### config.mk
export PLATFORM = sky130hd
export DESIGN_NAME = periodic_down_timer
export DESIGN_NICKNAME = d
export VERILOG_FILES = /design/src/rtl/tmr_pkg.sv /design/src/rtl/tmr_bus_decode.sv /design/src/rtl/tmr_tick_sel.sv /design/src/rtl/tmr_core.sv /design/src/rtl/periodic_down_timer.sv
export SDC_FILE = /design/constraint.sdc
export NUM_CORES = 1
export LEC_CHECK = 0
export ABC_AREA = 0
export BUFFER_PORTS_ARGS = -buffer_cell sky130_fd_sc_hd__buf_2
export CAP_MARGIN = 20
export CORE_UTILIZATION = 49
export CTS_CLUSTER_SIZE = 24
export DETAILED_ROUTE_END_ITERATION = 6
export PLACE_DENSITY = 0.78
export SYNTH_ARGS = -nofsm -noshare
export SYNTH_HDL_FRONTEND = slang
export SYNTH_HIERARCHICAL = 1
export SYNTH_SLANG_ARGS = --single-unit
### constraint.sdc
create_clock -name clk -period 2.5 [get_ports clk]
set_input_delay 0 -clock clk [delete_from_list [all_inputs] [get_ports clk]]
set_output_delay 0 -clock clk [all_outputs]
set_load 0.01 [all_outputs]
### src/rtl/tmr_pkg.sv
package tmr_pkg;
    localparam int REG_W = 32;

    localparam int OFS_CTRL   = 'h0;
    localparam int OFS_RELOAD = 'h4;
    localparam int OFS_CUR    = 'h8;
    localparam int OFS_CAL    = 'hC;

    localparam int CTL_EN_BIT   = 0;
    localparam int CTL_IE_BIT   = 1;
    localparam int CTL_SRC_BIT  = 2;
    localparam int CTL_FLAG_BIT = 16;

    localparam int CAL_NOREF_BIT   = 31;
    localparam int CAL_INEXACT_BIT = 30;
    localparam int CAL_CNT_W       = 24;

    typedef enum logic [1:0] {
        ST_IDLE = 2'd0,
        ST_RUN  = 2'd1,
        ST_HALT = 2'd2
    } tmr_state_e;
endpackage

### src/rtl/tmr_bus_decode.sv
module tmr_bus_decode #(
    parameter int ADDR_W = 4
) (
    input  logic              valid,
    input  logic              write,
    input  logic              user,
    input  logic [ADDR_W-1:0] addr,
    output logic              acc_err,
    output logic              rd_ok,
    output logic              wr_ctrl,
    output logic              wr_reload,
    output logic              wr_cur,
    output logic              rd_ctrl,
    output logic              sel_ctrl,
    output logic              sel_reload,
    output logic              sel_cur,
    output logic              sel_cal
);
    import tmr_pkg::*;

    logic priv_ok;

    assign priv_ok    = valid & ~user;
    assign acc_err    = valid & user;
    assign rd_ok      = priv_ok & ~write;

    assign sel_ctrl   = (addr == ADDR_W'(OFS_CTRL));
    assign sel_reload = (addr == ADDR_W'(OFS_RELOAD));
    assign sel_cur    = (addr == ADDR_W'(OFS_CUR));
    assign sel_cal    = (addr == ADDR_W'(OFS_CAL));

    assign wr_ctrl    = priv_ok & write & sel_ctrl;
    assign wr_reload  = priv_ok & write & sel_reload;
    assign wr_cur     = priv_ok & write & sel_cur;
    assign rd_ctrl    = rd_ok & sel_ctrl;
endmodule

### src/rtl/tmr_tick_sel.sv
module tmr_tick_sel #(
    parameter int HAS_REF = 1
) (
    input  logic src_core,
    input  logic ref_tick,
    output logic tick_en
);
    generate
        if (HAS_REF != 0) begin : g_ref
            assign tick_en = src_core | ref_tick;
        end else begin : g_noref
            logic unused_ref;
            assign unused_ref = ref_tick;
            assign tick_en    = src_core;
        end
    endgenerate
endmodule

### src/rtl/tmr_core.sv
module tmr_core #(
    parameter int CNT_W   = 24,
    parameter int HAS_REF = 1
) (
    input  logic                clk,
    input  logic                rst_n,
    input  logic                tick_en,
    input  logic                wr_ctrl,
    input  logic                wr_reload,
    input  logic                wr_cur,
    input  logic                rd_ctrl,
    input  logic [2:0]          ctl_wdata,
    input  logic [CNT_W-1:0]    rel_wdata,
    output logic [CNT_W-1:0]    count_o,
    output logic [CNT_W-1:0]    reload_o,
    output logic                en_o,
    output logic                ie_o,
    output logic                src_o,
    output logic                flag_o,
    output logic                irq_o,
    output tmr_pkg::tmr_state_e state_o
);
    import tmr_pkg::*;

    localparam logic SRC_RST = (HAS_REF == 0);

    tmr_state_e       state_q, state_n;
    logic [CNT_W-1:0] count_q, reload_q;
    logic             en_q, ie_q, src_q, flag_q, irq_q;
    logic             step, wrap, reach0, expire_zero;

    assign step        = (state_q == ST_RUN) && tick_en && !wr_cur;
    assign wrap        = step && (count_q == CNT_W'(1));
    assign reach0      = step && (count_q == '0);
    assign expire_zero = (wrap || reach0 || wr_cur) && (reload_q == '0);

    // state register
    always_ff @(posedge clk or negedge rst_n) begin
        if (!rst_n) state_q <= ST_IDLE;
        else        state_q <= state_n;
    end

    // next state: start, stop, expire_zero
    always_comb begin
        state_n = state_q;
        unique case (state_q)
            ST_IDLE: if (wr_ctrl && ctl_wdata[CTL_EN_BIT]) state_n = ST_RUN;
            ST_RUN: begin
                if (wr_ctrl && !ctl_wdata[CTL_EN_BIT]) state_n = ST_IDLE;
                else if (expire_zero)                  state_n = ST_HALT;
            end
            ST_HALT: if (wr_ctrl && !ctl_wdata[CTL_EN_BIT]) state_n = ST_IDLE;
            default: state_n = ST_IDLE;
        endcase
    end

    // outputs and datapath
    always_ff @(posedge clk or negedge rst_n) begin
        if (!rst_n) begin
            count_q  <= '0;
            reload_q <= '0;
            en_q     <= 1'b0;
            ie_q     <= 1'b0;
            src_q    <= SRC_RST;
            flag_q   <= 1'b0;
            irq_q    <= 1'b0;
        end else begin
            if (wr_ctrl) begin
                en_q  <= ctl_wdata[CTL_EN_BIT];
                ie_q  <= ctl_wdata[CTL_IE_BIT];
                src_q <= ctl_wdata[CTL_SRC_BIT] | SRC_RST;
            end
            if (wr_reload) reload_q <= rel_wdata;

            if (wr_cur)      count_q <= '0;
            else if (reach0) count_q <= reload_q;
            else if (step)   count_q <= count_q - CNT_W'(1);

            if (wr_cur)       flag_q <= 1'b0;
            else if (wrap)    flag_q <= 1'b1;
            else if (rd_ctrl) flag_q <= 1'b0;

            irq_q <= wrap & ie_q;
        end
    end

    assign count_o  = count_q;
    assign reload_o = reload_q;
    assign en_o     = en_q;
    assign ie_o     = ie_q;
    assign src_o    = src_q;
    assign flag_o   = flag_q;
    assign irq_o    = irq_q;
    assign state_o  = state_q;
endmodule

### src/rtl/periodic_down_timer.sv
module periodic_down_timer #(
    parameter int CNT_W   = 24,
    parameter int ADDR_W  = 4,
    parameter int HAS_REF = 1
) (
    input  logic                    clk,
    input  logic                    rst_n,
    input  logic                    ref_tick_i,
    input  logic [23:0]             cal_count_i,
    input  logic                    cal_inexact_i,
    input  logic                    req_valid_i,
    input  logic                    req_write_i,
    input  logic                    req_user_i,
    input  logic [ADDR_W-1:0]       req_addr_i,
    input  logic [31:0]             req_wdata_i,
    output logic [31:0]             rsp_rdata_o,
    output logic                    rsp_err_o,
    output logic                    irq_o
);
    import tmr_pkg::*;

    localparam logic REF_PRESENT = (HAS_REF != 0);

    logic             rd_ok, wr_ctrl, wr_reload, wr_cur, rd_ctrl;
    logic             sel_ctrl, sel_reload, sel_cur, sel_cal;
    logic             tick_en;
    logic [CNT_W-1:0] count, reload;
    logic             ctl_en, ctl_ie, ctl_src, ctl_flag;
    tmr_state_e       state;
    logic             unused_wdata;

    assign unused_wdata = ^req_wdata_i[REG_W-1:CNT_W];

    tmr_bus_decode #(.ADDR_W(ADDR_W)) u_dec (
        .valid      (req_valid_i),
        .write      (req_write_i),
        .user       (req_user_i),
        .addr       (req_addr_i),
        .acc_err    (rsp_err_o),
        .rd_ok      (rd_ok),
        .wr_ctrl    (wr_ctrl),
        .wr_reload  (wr_reload),
        .wr_cur     (wr_cur),
        .rd_ctrl    (rd_ctrl),
        .sel_ctrl   (sel_ctrl),
        .sel_reload (sel_reload),
        .sel_cur    (sel_cur),
        .sel_cal    (sel_cal)
    );

    tmr_tick_sel #(.HAS_REF(HAS_REF)) u_tick (
        .src_core (ctl_src),
        .ref_tick (ref_tick_i),
        .tick_en  (tick_en)
    );

    tmr_core #(.CNT_W(CNT_W), .HAS_REF(HAS_REF)) u_core (
        .clk       (clk),
        .rst_n     (rst_n),
        .tick_en   (tick_en),
        .wr_ctrl   (wr_ctrl),
        .wr_reload (wr_reload),
        .wr_cur    (wr_cur),
        .rd_ctrl   (rd_ctrl),
        .ctl_wdata (req_wdata_i[2:0]),
        .rel_wdata (req_wdata_i[CNT_W-1:0]),
        .count_o   (count),
        .reload_o  (reload),
        .en_o      (ctl_en),
        .ie_o      (ctl_ie),
        .src_o     (ctl_src),
        .flag_o    (ctl_flag),
        .irq_o     (irq_o),
        .state_o   (state)
    );

    always_comb begin
        rsp_rdata_o = '0;
        if (rd_ok) begin
            if (sel_ctrl) begin
                rsp_rdata_o[CTL_EN_BIT]   = ctl_en;
                rsp_rdata_o[CTL_IE_BIT]   = ctl_ie;
                rsp_rdata_o[CTL_SRC_BIT]  = ctl_src;
                rsp_rdata_o[CTL_FLAG_BIT] = ctl_flag;
            end else if (sel_reload) begin
                rsp_rdata_o = REG_W'(reload);
            end else if (sel_cur) begin
                rsp_rdata_o = REG_W'(count);
            end else if (sel_cal) begin
                rsp_rdata_o[CAL_NOREF_BIT]     = !REF_PRESENT;
                rsp_rdata_o[CAL_INEXACT_BIT]   = cal_inexact_i & REF_PRESENT;
                rsp_rdata_o[CAL_CNT_W-1:0]     = cal_count_i & {CAL_CNT_W{REF_PRESENT}};
            end
        end
    end
endmodule

Word level (Yosys, flattened, before mapping)
Index checks and enable logic that the tools add are counted.
{ "totals": {"in_bits": 67, "n_memories": 0, "latch_bits": 0, "word_cells": 69, "reg_bits": 55, "ram_bits": 0, "out_inout_bits": 34, "rom_bits": 0} }
{ "classes": {"n_bitwise": 12, "mul": 0, "div_mod_pow": 0, "n_eq_ne": 9, "magnitude_cmp": 0, "reduce_logical": 18, "add_sub_neg": 1, "muxes": 21, "shifts": 0} }
{ "op_table": {"columns": ["cell", "n"], "rows": [
  ["2-to-1 mux 24 bit", 5],
  ["2-to-1 mux 32 bit", 2],
  ["zero test 24 bit", 2],
  ["equality test 24 x 1 -> 1 bit (second input constant)", 1],
  ["subtractor 24 x 1 -> 24 bit (second input constant)", 1],
  ["2-to-1 mux 15 bit", 1],
  ["2-to-1 mux 13 bit", 1],
  ["2-to-1 mux 2 bit", 5],
  ["bitwise AND 1 bit", 9],
  ["equality test 4 bit (second input constant)", 2],
  ["logical AND 1 bit", 7],
  ["one-hot mux 2 bit (3 select lines)", 1],
  ["nonzero test 3 bit", 2],
  ["2-to-1 mux 1 bit", 5],
  ["equality test 4 x 3 -> 1 bit (second input constant)", 1],
  ["zero test 4 bit", 1],
  ["!= test 2 x 1 -> 1 bit (second input constant)", 2],
  ["2-to-1 mux 3 bit", 1],
  ["!= test 3 x 2 -> 1 bit (second input constant)", 1],
  ["AND reduction 3 bit", 1],
  ["equality test 2 x 1 -> 1 bit (second input constant)", 1],
  ["equality test 2 bit (second input constant)", 1],
  ["zero test 1 bit", 2],
  ["zero test 2 bit", 1],
  ["other kinds (3)", 5]
]} }

Longest topological paths before layout
Gate-level depths: netlist of run 1.
{ "depth": {"ltp_word": 13, "mapped_depth": 8, "mapped_depth_nobuf": 7} }

By module
The synthesis of run 1 kept the hierarchy.
{ "by_module_without_submodules": {"columns": ["module", "area_each_um2", "seq_area_each_um2", "cells_each", "n_inst"], "rows": [
  ["tmr_core", 2910.3, 1376.3, 287, 1],
  ["periodic_down_timer", 914.6, 0.0, 101, 1],
  ["tmr_bus_decode", 110.1, 0.0, 12, 1],
  ["tmr_tick_sel", 6.3, 0.0, 1, 1]
]} }

Least setup slack after synthesis of run 1
Ideal clock, no wire load.
{ "synth_timing": {"path_type": "flip-flop to flip-flop", "start": "register u_core.count_q[17], in the netlist u_core/count_o[17]", "end": "register u_core.state_q[0], in the netlist u_core/state_o[0]", "synth_period_minus_slack_ns": 2.677, "arrival_ns": 2.549, "t_required_ns": 2.372, "slack_ns": -0.177, "stages_incl_launch_ff": 6, "cell_sequence": "dfrtp_1 -> or4_4 -> or4_4 -> or4_4 -> a31oi_4 -> mux2_1"} }
{ "synth_between": {"elab_chain_cells": 7, "word_cells_on_any_way": 9} }
{ "synth_rtl": {"columns": ["element", "line", "source"], "rows": [
  ["from (decl)", "tmr_core.sv:28", "logic [CNT_W-1:0] count_q, reload_q;"],
  ["from (signal assigned)", "tmr_core.sv:76", "else if (reach0) count_q <= reload_q;"],
  ["from (signal assigned)", "tmr_core.sv:77", "else if (step) count_q <= count_q - CNT_W'(1);"],
  ["equality test 24 x 1 -> 1 bit / zero test 24 bit (equally long branches)", "tmr_core.sv:33, tmr_core.sv:34", null],
  ["logical AND 1 bit (on tied branches)", "tmr_core.sv:33, tmr_core.sv:34", null],
  ["logical OR 1 bit * (2 in series)", "tmr_core.sv:35", "assign expire_zero = (wrap || reach0 || wr_cur) && (reload_q == '0);"],
  ["logical AND 1 bit *", "tmr_core.sv:35", null],
  ["!= test 3 x 2 -> 1 bit (no line) *", null, null],
  ["AND reduction 3 bit (no line) *", null, null],
  ["to (signal assigned)", "tmr_core.sv:40", "else state_q <= state_n;"],
  ["to (decl)", "tmr_core.sv:27", "tmr_state_e state_q, state_n;"]
]} }
Mark *: on every way between the ends. The rest lies on a longest branch, timed or not.
A chain may end at the register's enable or synchronous reset.

Final worst setup path of run 1
{ "layout_timing": {"start": "register u_core.count_q[18], in the netlist u_core/count_o[18]", "end": "register u_core.state_q[0], in the netlist u_core/state_o[0]"} }
Same word-level chain as after synthesis.

==> reports/results.ini, run 1 <==
[run_status]
status=finished, violations left
violations=negative setup slack

[grt]
grt_pass1_vias=3659
grt_antenna_before_repair=0
grt_use_total_pct=26.80
grt_pass1_wl_mm=17.84
grt_max_degree=50
gr-total-overflow=0

[finish]
n_antenna_cell=0
mostFrequentLayoutCells=85 x buf_2, 55 x dfrtp_1, 38 x buf_4
instances_no_fill=629
nets=596
final_common_cell=buf_2
drive_gt1_share_pct=39.66
nFillCells=695
final_area_um2=4994
syn_to_final_growth_pct=26.70

[clock_network]
cts.root.buffer_cell=clkbuf_8
insertion_delay_ns=0.31
cts-htree-levels=2
cts.path.max_buffers=2
clk_pin_slew_worst_paths_ns=0.09
numCtsBuffers=5
clkSinkCount=55
cts_tree=built

[synthesis]
ys_types=52
ys_ff_latch=55
synthArstFlopShare_pct=100.0
yosysWarnings=6
syn_area_per_cell_um2=9.829
synthCells=401
synthFlopType=dfrtp_1
ys_seq_area_share_pct=34.92
synth_edf_count=0
synth.cell_area_um2=3941

[sta]
finalHoldViolations=0
clock_skew_ns=0.008717
drv_slew=0
finalWorstSetupSlack_ns=-0.02230
fmax_mhz=396.5
slew_headroom_pct=49.72
period_share_pct=100.9
tns_ns=-0.02230
tightest_slew_ns=0.7525
setup_viol=1
layout_min_cycle_time_ns=2.522
grt_setup_unrepaired=true

[setup_path]
required_ns=2.70
r2r_start=u_core/count_o[18]$_DFFE_PN0P_
end_kind=flip-flop
crit_type=flip-flop to flip-flop
worstPathArrival_ns=2.72
critPathLaunchType=flip-flop
crit_path_max_fanout=3
ff2ff_setup_slack_ns=-0.02
r2r-end=u_core/state_o[0]$_DFFE_PN0P_
rr_worst_depth=5

[drt]
drtIter0Drc=247
vias_per_cell=5.973
wire_per_inst_um=17.52
final_antenna_net_count=0
first_pass_iters=4
vias=3757
routed_wl_mm=11.02
drc_errors=0

[placement]
port_buffers=85
place_area_um2=4636
pre_cts_ws_ns=0.02739
dp.final_hpwl_mm=7.930
placed_cells=593
gp_congestion=0.9632

[die]
fp.dieH_um=91.69
dieArea_um2=8406
dieWidth_um=91.69
start_util_pct=50.74
num_rows=32
core-area_um2=7767
pin_count=101

[power]
vdd_drop_max_v=0.0005929
p_per_area_nw_per_um2=859.6
p_leak_nw=2.289

[run]
cap_violations=0

[worst_hold_path]
hp-class=input pin to async pin

## Yosys cell counts, types with 2 or more instances
master	number	area (um2)
buf_6	6	67.56
mux2i_1	12	120.1
or4_1	2	15.01
nor3_2	19	190.2
ha_1	3	37.54
o21ai_0	23	115.1
a22o_1	3	26.28
buf_2	7	35.03
o22ai_1	4	25.02
nor2_1	14	52.55
o211ai_1	3	22.52
buf_4	8	60.06
or2_2	2	12.51
nor4_1	15	93.84
and2_1	2	12.51
nor4b_2	2	30.03
o31ai_1	4	30.03
or3_1	5	31.28
mux2_2	24	270.3
a21oi_1	17	85.08
o2bb2ai_1	15	131.4
a211oi_1	2	15.01
nand3_1	9	45.04
a221oi_1	5	43.79
dfrtp_1	55	1376
nand4_1	4	25.02
o21ai_1	4	20.02
nand2_1	16	60.06
a221oi_2	19	285.3
inv_1	10	37.54
clkbuf_1	17	63.81
nor3b_1	2	15.01
nor3_1	18	90.09
or4_4	3	33.78
nand2b_1	2	12.51
a22oi_1	4	30.03
nor2b_1	26	162.7
## state kept, by name (all words and copies together) (netlist names)
register / flops
u_core/count_o: 24
u_core/en_o: 1
u_core/flag_o: 1
u_core/ie_o: 1
u_core/irq_o: 1
u_core/reload_o: 24
u_core/src_o: 1
u_core/state_o: 2
## power breakdown
group | internal, mW | switching (mW)
logic | 1.11 | 1.31
clock network | 0.198 | 0.282
registers | 1.12 | 0.275
total | 2.42 | 1.87
## critical path, stage by stage, from the launching register on
cell,delay (ns)
dfrtp_1,0.39
or4_4,0.53
or4_4,0.44
or4_4,0.52
a31oi_4,0.22
mux2_4,0.32
## cell type report
| class | instances | area, um2 | area share [%] |
|---|---|---|---|
| clock buffers | 7 | 76.32 | 1.528 |
| clock inverters | 1 | 5.005 | 0.1002 |
| inverters | 10 | 37.54 | 0.7517 |
| multi-input cells | 303 | 2350 | 47.06 |
| flip-flops and latches | 55 | 1376 | 27.56 |
| well taps | 102 | 127.6 | 2.556 |
| repair buffers | 151 | 1021 | 20.45 |
## per-stage QoR
stage / hold WS [ns] / utilization (%) / total power [mW]
4_1_cts: 0.2610 / 63.95 / 4.246
3_3_place_gp: 0.06738 / 59.68 / 3.666
5_1_grt: 0.2911 / 64.29 / 4.576
2_1_floorplan: -0.2956 / - / 2.812
3_5_place_dp: 0.07008 / 59.68 / 3.724
6_report: 0.2509 / 64.29 / 4.293
## metal layers
layer / share of wire, % / track usage, % / vias to the layer above
met5: 0 / 0 / -
met4: 1.5 / 9.921 / 0
met3: 5.7 / 3.068 / 14
met2: 48 / 43.61 / 158
met1: 45 / 36.77 / 1829
li1: - / - / 1756
## logic make-up (layout without fill, tap and decap cells)
group                    after synthesis  count (layout)  share of synthesized area [%]
AO/OA/AOI/OAI                        106             106                          22.03
XOR/XNOR                               1               1                         0.2223
adder cells (fa/ha/maj)                3               3                         0.9525
buffers and inverters                 49             169                          6.793
flip-flops                            55              55                          34.92
multiplexers                          38              38                          10.57
other                                  1               7                        0.09515
AND/OR/NAND/NOR                      148             148                          24.41
## what timing repair did
action | CTS | global route
hold buffers | 25 | 0
endpoints found under the setup margin | 0 | 1
gates resized for setup | 0 | 1
buffers inserted | 0 | 3
hold endpoints to repair | 53 | 0
## worst max-delay path by stage
stage                              startpoint                            end  slack (ns)  depth (start not counted)
5_1_grt        u_core/count_o[18]$_DFFE_PN0P_  u_core/state_o[0]$_DFFE_PN0P_       -0.05                          5
4_1_cts        u_core/count_o[18]$_DFFE_PN0P_  u_core/state_o[0]$_DFFE_PN0P_        0.02                          5
3_5_place_dp   u_core/count_o[18]$_DFFE_PN0P_  u_core/state_o[0]$_DFFE_PN0P_        0.03                          5
6_report       u_core/count_o[18]$_DFFE_PN0P_  u_core/state_o[0]$_DFFE_PN0P_       -0.02                          5
3_3_place_gp   u_core/count_o[18]$_DFFE_PN0P_  u_core/state_o[0]$_DFFE_PN0P_        0.07                          5
2_1_floorplan   u_core/count_o[8]$_DFFE_PN0P_  u_core/state_o[0]$_DFFE_PN0P_        0.04                          6
Note: power is estimated with default switching activity, not from simulation.
==> inputs of run 2 (changes only) <==
--- a/config.mk
+++ b/config.mk
@@ -7,11 +7,12 @@
 export LEC_CHECK = 0
 export ABC_AREA = 0
 export BUFFER_PORTS_ARGS = -buffer_cell sky130_fd_sc_hd__buf_2
-export CAP_MARGIN = 20
-export CORE_UTILIZATION = 49
+export CELL_PAD_IN_SITES_DETAIL_PLACEMENT = 0
+export CELL_PAD_IN_SITES_GLOBAL_PLACEMENT = 1
+export CORE_UTILIZATION = 37
 export CTS_CLUSTER_SIZE = 24
 export DETAILED_ROUTE_END_ITERATION = 6
-export PLACE_DENSITY = 0.78
+export PLACE_DENSITY_LB_ADDON = 0.1
 export SYNTH_ARGS = -nofsm -noshare
 export SYNTH_HDL_FRONTEND = slang
 export SYNTH_HIERARCHICAL = 1
==> run 2 against run 1 <==
  * Count of clock-buffer cells in the layout unchanged
  * Combinational power about the same
  * Sequential share of layout area decreased by 0.21 points
  * Total power is 0.64% higher
  * Global-route usage is 5.2 points lower
  * First-iteration DRC count down 15%
  * Core utilization decreased by 16 points
  * Critical path type unchanged
  * Clock skew shrank 0.00088 ns
  * The flow now finishes without violations
==> reports/results.ini, run 2 (same netlist as run 1, synthesis figures left out) <==
[finish]
drive_gt1_share_pct=40.08  ; was 39.66%
mostFrequentLayoutCells=85 x buf_2, 55 x dfrtp_1, 42 x buf_4  ; was 85 x buf_2, 55 x dfrtp_1, 38 x buf_4
syn_to_final_growth_pct=27.65  ; was 26.70%
n_antenna_cell=0  ; unchanged
nets=598  ; was 596
nFillCells=1013  ; was 695
final_common_cell=buf_2  ; unchanged

[sta]
whs_ns=0.2540  ; was 0.2509 ns
finalWorstSetupSlack_ns=0.03834  ; was -0.02230 ns
slew_headroom_pct=38.86  ; was 49.72%
period_share_pct=98.47  ; was 100.9%
tightest_slew_ns=0.9101  ; was 0.7525 ns
clock_skew_ns=0.007834  ; was 0.008717 ns
drv_slew=0  ; unchanged
setup_viol=0  ; was 1
layout_min_cycle_time_ns=2.462  ; was 2.522 ns
fmax_mhz=406.2  ; was 396.5 MHz
finalHoldViolations=0  ; unchanged
grt_setup_unrepaired=true  ; unchanged
tns_ns=0  ; was -0.02230 ns

[grt]
grt_max_degree=50  ; unchanged
use_met3_pct=2.041  ; was 3.068%
grt_use_met1_pct=30.65  ; was 36.77%
grt_pass1_wl_mm=18.87  ; was 17.84 mm
grt_antenna_before_repair=0  ; unchanged
grt_use_total_pct=21.64  ; was 26.80%
met2_usage_pct=36.00  ; was 43.61%
gr-total-overflow=0  ; unchanged
grt_pass1_vias=3549  ; was 3659
top_usage_layer=met2  ; unchanged

[clock_network]
cts.root.buffer_cell=clkbuf_8  ; unchanged
clkSinkCount=55  ; unchanged
clk_pin_slew_worst_paths_ns=0.10  ; was 0.09 ns
cts_tree=built  ; unchanged
insertion_delay_ns=0.31  ; about the same
cts-htree-levels=2  ; unchanged
numCtsBuffers=5  ; unchanged
cts.path.max_buffers=2  ; unchanged

[setup_path]
startpoint=u_core/count_o[18]$_DFFE_PN0P_  ; unchanged
critPathLaunchType=flip-flop  ; unchanged
crit_end=u_core/state_o[0]$_DFFE_PN0P_  ; unchanged
crit_type=flip-flop to flip-flop  ; unchanged
ff2ff_setup_slack_ns=0.04  ; was -0.02 ns
end_kind=flip-flop  ; unchanged
r2r-end=u_core/state_o[0]$_DFFE_PN0P_  ; unchanged
rr_worst_depth=5  ; unchanged
worstPathArrival_ns=2.67  ; was 2.72 ns
r2r_start=u_core/count_o[18]$_DFFE_PN0P_  ; unchanged
crit_path_max_fanout=5  ; was 3
required_ns=2.71  ; was 2.70 ns

[power]
pwr-share-comb_pct=56.8  ; was 56.4%
p_seq_share_pct=31.8  ; was 32.4%
clock_power_share_pct=11.5  ; was 11.2%
vdd_drop_max_v=0.0004688  ; was 0.0005929 V
p_sw_share_pct=43.88  ; was 43.51%
p_leak_nw=2.295  ; was 2.289 nW
p_per_area_nw_per_um2=858.6  ; was 859.6 nW/um2
power.switching_mw=1.895  ; was 1.868 mW
p_int_mw=2.424  ; was 2.425 mW

[placement]
pre_cts_ws_ns=0.005943  ; was 0.02739 ns
port_buffers=85  ; unchanged
gp_congestion=0.8475  ; was 0.9632
dp.final_hpwl_mm=8.579  ; was 7.930 mm

[drt]
vias=3621  ; was 3757
drtIter0Drc=210  ; was 247
wire_per_inst_um=17.45  ; was 17.52 um
first_pass_iters=4  ; unchanged
vias_per_cell=5.445  ; was 5.973
routed_wl_mm=11.60  ; was 11.02 mm
drc_errors=0  ; unchanged
final_antenna_net_count=0  ; unchanged

[run]
cap_violations=0  ; unchanged

[die]
pin_count=101  ; unchanged
fp.dieH_um=105.2  ; was 91.69 um
start_util_pct=38.18  ; was 50.74%
num_rows=37  ; was 32
core-area_um2=10320  ; was 7767 um2
dieArea_um2=11070  ; was 8406 um2
dieWidth_um=105.2  ; was 91.69 um

[run_status]
status=finished clean  ; was finished, violations left

[worst_hold_path]
hp-class=input pin to async pin  ; unchanged

## run 2: cell types whose count changed in the layout (fill, tap and decap cells not counted)
cell	previous run	this run
buf_4	38	42
buf_12	3	1
or3_1	5	4
or3_4	0	1
## run 2: how the worst min path moves through the flow
stage	startpoint	to	slack, ns	cells after the start
6_report	rst_n	u_core/reload_o[3]$_DFFE_PN0P_	0.25	2
5_1_grt	rst_n	u_core/reload_o[3]$_DFFE_PN0P_	0.30	2
4_1_cts	rst_n	u_core/reload_o[3]$_DFFE_PN0P_	0.28	2
3_5_place_dp	rst_n	u_core/reload_o[3]$_DFFE_PN0P_	0.07	1
3_3_place_gp	rst_n	u_core/reload_o[3]$_DFFE_PN0P_	0.08	1
2_1_floorplan	rst_n	u_core/count_o[0]$_DFFE_PN0P_	-0.30	0
## run 2: power groups by stage
stage          Sequential, mW  Combinational, mW  Clock [mW]
3_3_place_gp             1.39               2.38           0
4_1_cts                  1.37               2.44       0.505
2_1_floorplan            1.36               1.46           0
3_5_place_dp             1.39               2.39           0
6_report                 1.37               2.45       0.496
5_1_grt                  1.41               2.69       0.541
## run 2: per-layer routing
layer  share of wire [%]  up-vias
met3                 4.0        7
met1                  48     1774
li1                    -     1760
met4                0.70        0
met5                   0        -
met2                  47       80
## run 2: per-stage QoR
stage | power, mW | area (um2) | util, % | std cells
detailed placement | 3.787 | 4691 | 45.44 | 632
global placement | 3.764 | 4691 | 45.44 | 632
finish | 4.320 | 5031 | 48.73 | 665
CTS | 4.318 | 5026 | 48.69 | 665
global route | 4.647 | 5031 | 48.73 | 665
floorplan | 2.812 | 3970 | - | 407
## run 2: timing repair
item | 4_1_cts | 5_1_grt
endpoints found under the hold margin | 52 | 0
gates cloned | 0 | 0
pin swaps | 0 | 1
endpoints found under the setup margin | 1 | 6
resized for setup | 1 | 1
hold buffers | 25 | 0
setup buffers | 0 | 0
## run 2: area by class of cell
class | instances | area (um2) | share of cell area (%)
inverter | 10 | 37.54 | 0.7461
tap | 136 | 170.2 | 3.382
sequential | 55 | 1376 | 27.36
clock inverter | 1 | 5.005 | 0.09948
timing repair buffer | 153 | 1011 | 20.09
multi-input combinational | 303 | 2355 | 46.80
clock buffer | 7 | 76.32 | 1.517
## run 2: worst max-delay path: stages (launching register included)
cell and delay, ns:
dfrtp_1 0.39, or4_4 0.53, or4_4 0.46, or4_4 0.47, a31oi_4 0.18, mux2_4 0.32
==> inputs of run 3 (changes only) <==
--- a/config.mk
+++ b/config.mk
@@ -6,12 +6,12 @@
 export NUM_CORES = 1
 export LEC_CHECK = 0
 export ABC_AREA = 0
-export BUFFER_PORTS_ARGS = -buffer_cell sky130_fd_sc_hd__buf_2
 export CELL_PAD_IN_SITES_DETAIL_PLACEMENT = 0
 export CELL_PAD_IN_SITES_GLOBAL_PLACEMENT = 1
-export CORE_UTILIZATION = 37
+export CORE_UTILIZATION = 44
 export CTS_CLUSTER_SIZE = 24
 export DETAILED_ROUTE_END_ITERATION = 6
+export DONT_BUFFER_PORTS = 1
 export PLACE_DENSITY_LB_ADDON = 0.1
 export SYNTH_ARGS = -nofsm -noshare
 export SYNTH_HDL_FRONTEND = slang
==> constraint.sdc (replaced) <==
create_clock -name clk -period 2.5 [get_ports clk]
set_input_delay 0.125 -clock clk [delete_from_list [all_inputs] [get_ports clk]]
set_output_delay 0.125 -clock clk [all_outputs]
set_load 0.01 [all_outputs]
==> run 3 against run 2 <==
  * Sequential share of layout area up 2.4 points
  * Final cell count is 16% lower
  * Die area shrank 16%
  * Wire length fell by 1.3%
  * Hold slack worse by 0.19 ns
  * Worst setup slack got worse by 0.0028 ns
  * Clock power rose by 4%
  * Global-route usage increased by 3.1 points
  * Register-to-register slack is essentially flat
  * Total power is 1.0% lower
  * Fmax decreased by 0.11%
  * Highest routed layer unchanged
==> reports/results.ini, run 3 (same netlist as run 1, synthesis figures left out) <==
[run_status]
status=finished clean  ; unchanged

[power]
p_per_area_nw_per_um2=923.4  ; was 858.6 nW/um2
p_leak_nw=1.953  ; was 2.295 nW
vdd_drop_max_v=0.0004865  ; was 0.0004688 V

[drt]
vias=3359  ; was 3621
final_antenna_net_count=0  ; unchanged
routed_wl_mm=11.45  ; was 11.60 mm
vias_per_cell=6.041  ; was 5.445
first_pass_iters=7  ; was 4
drc_errors=0  ; unchanged
wire_per_inst_um=20.60  ; was 17.45 um
drtIter0Drc=173  ; was 210

[die]
start_util_pct=45.42  ; was 38.18%
core-area_um2=8678  ; was 10320 um2
num_rows=34  ; was 37
pin_count=101  ; unchanged
dieWidth_um=96.65  ; was 105.2 um
dieArea_um2=9340  ; was 11070 um2
fp.dieH_um=96.65  ; was 105.2 um

[setup_path]
end_kind=flip-flop  ; unchanged
r2r_start=u_core/count_o[17]$_DFFE_PN0P_  ; was u_core/count_o[18]$_DFFE_PN0P_
crit_type=flip-flop to flip-flop  ; unchanged
startpoint=u_core/count_o[17]$_DFFE_PN0P_  ; was u_core/count_o[18]$_DFFE_PN0P_
crit_path_max_fanout=5  ; unchanged
critPathLaunchType=flip-flop  ; unchanged
required_ns=2.70  ; was 2.71 ns
worstPathArrival_ns=2.66  ; was 2.67 ns

[clock_network]
clkSinkCount=55  ; unchanged
cts.path.max_buffers=2  ; unchanged
numCtsBuffers=5  ; unchanged
clk_pin_slew_worst_paths_ns=0.10  ; about the same
cts.root.buffer_cell=clkbuf_8  ; unchanged
insertion_delay_ns=0.31  ; about the same
cts-htree-levels=2  ; unchanged
cts_tree=built  ; unchanged

[sta]
slew_headroom_pct=62.08  ; was 38.86%
clock_skew_ns=0.006840  ; was 0.007834 ns
grt_setup_unrepaired=true  ; unchanged
finalHoldViolations=0  ; unchanged
period_share_pct=98.58  ; was 98.47%
setup_viol=0  ; unchanged
fmax_mhz=405.8  ; was 406.2 MHz
drv_slew=0  ; unchanged
layout_min_cycle_time_ns=2.464  ; was 2.462 ns
tightest_slew_ns=0.5689  ; was 0.9101 ns
whs_ns=0.06724  ; was 0.2540 ns

[finish]
drive_gt1_share_pct=30.13  ; was 40.08%
final_common_cell=dfrtp_1  ; was buf_2
multi_input_area_um2=2362  ; was 2355 um2
nFillCells=835  ; was 1013
syn_to_final_growth_pct=17.46  ; was 27.65%
n_antenna_cell=0  ; unchanged
seq_area_um2=1376  ; unchanged
instances_no_fill=556  ; was 665
nets=518  ; was 598
mostFrequentLayoutCells=55 x dfrtp_1, 47 x buf_4, 25 x nor2b_1, 25 x dlygate4sd3_1, 24 x mux2_2  ; was 85 x buf_2, 55 x dfrtp_1, 42 x buf_4

[worst_hold_path]
hp-class=input pin to flip-flop  ; was input pin to async pin
hp-start=req_wdata_i[0]

[run]
cap_violations=0  ; unchanged

[placement]
gp_congestion=0.9104  ; was 0.8475
placed_cells=522  ; was 632
dp.final_hpwl_mm=7.986  ; was 8.579 mm
port_buffers=0  ; was 85

[grt]
grt_pass1_wl_mm=18.40  ; was 18.87 mm
grt_max_degree=56  ; was 50
grt_antenna_before_repair=0  ; unchanged
gr-total-overflow=0  ; unchanged
grt_use_total_pct=24.69  ; was 21.64%
grt_pass1_vias=3350  ; was 3549

## run 3: routing by layer
metal | global-route usage [%] | part of all wire (%) | up-vias
li1 | - | - | 1600
met1 | 34.50 | 47 | 1653
met2 | 39.87 | 47 | 93
met3 | 3.179 | 4.0 | 13
met4 | 7.463 | 2.0 | 0
met5 | 0 | 0 | -
## run 3: power by group
part	leakage [nW]	switching [mW]	total, mW	internal [mW]
sequential	0.729	0.253	1.37	1.12
combinational	1.18	1.33	2.39	1.06
clock	0.0470	0.298	0.516	0.219
## run 3: through the flow
stage | setup TNS [ns] | utilization (%) | area (um2) | setup WS, ns | power (mW)
floorplan | 0 | - | 3970 | 0.03663 | 2.812
global placement | 0 | 48.86 | 4240 | 0.04366 | 3.632
CTS | 0 | 53.11 | 4609 | 0.01266 | 4.227
detailed placement | 0 | 48.86 | 4240 | 0.01847 | 3.646
finish | 0 | 53.34 | 4629 | 0.03553 | 4.275
global route | -0.01244 | 53.34 | 4629 | -0.01244 | 4.581
## run 3: cell type report
cell class	instances	share of cell area [%]
Sequential cell	55	29.73
Multi-Input combinational cell	303	51.03
Tap cell	108	2.919
Inverter	10	0.8108
Clock buffer	6	1.784
Timing Repair Buffer	73	13.62
Clock inverter	1	0.1081
## run 3: final timing paths
path	to	slack (ns)	depth (start not counted)
max	u_core/state_o[0]$_DFFE_PN0P_	0.04	5
min	u_core/state_o[1]$_DFFE_PN0P_	0.07	3
max reg2reg	u_core/state_o[0]$_DFFE_PN0P_	0.04	5
min reg2reg	u_core/flag_o$_DFFE_PN0P_	0.50	2
min in group asynchronous	u_core/count_o[4]$_DFFE_PN0P_	0.37	2
max in group asynchronous	u_core/count_o[14]$_DFFE_PN0P_	1.89	2
## run 3: timing repair
item                       4_1_cts  5_1_grt
setup endpoints to repair        1       16
buffers inserted                 0        1
pin swaps                        0        1
hold endpoints to repair        82        0
resized for setup                1        3
hold buffers                    26        0
## run 3: critical path, cell delays in order (launching register included)
cell and delay (ns):
dfrtp_1 0.41, or4_4 0.52, or4_4 0.47, or4_4 0.47
a31oi_4 0.17, mux2_4 0.31
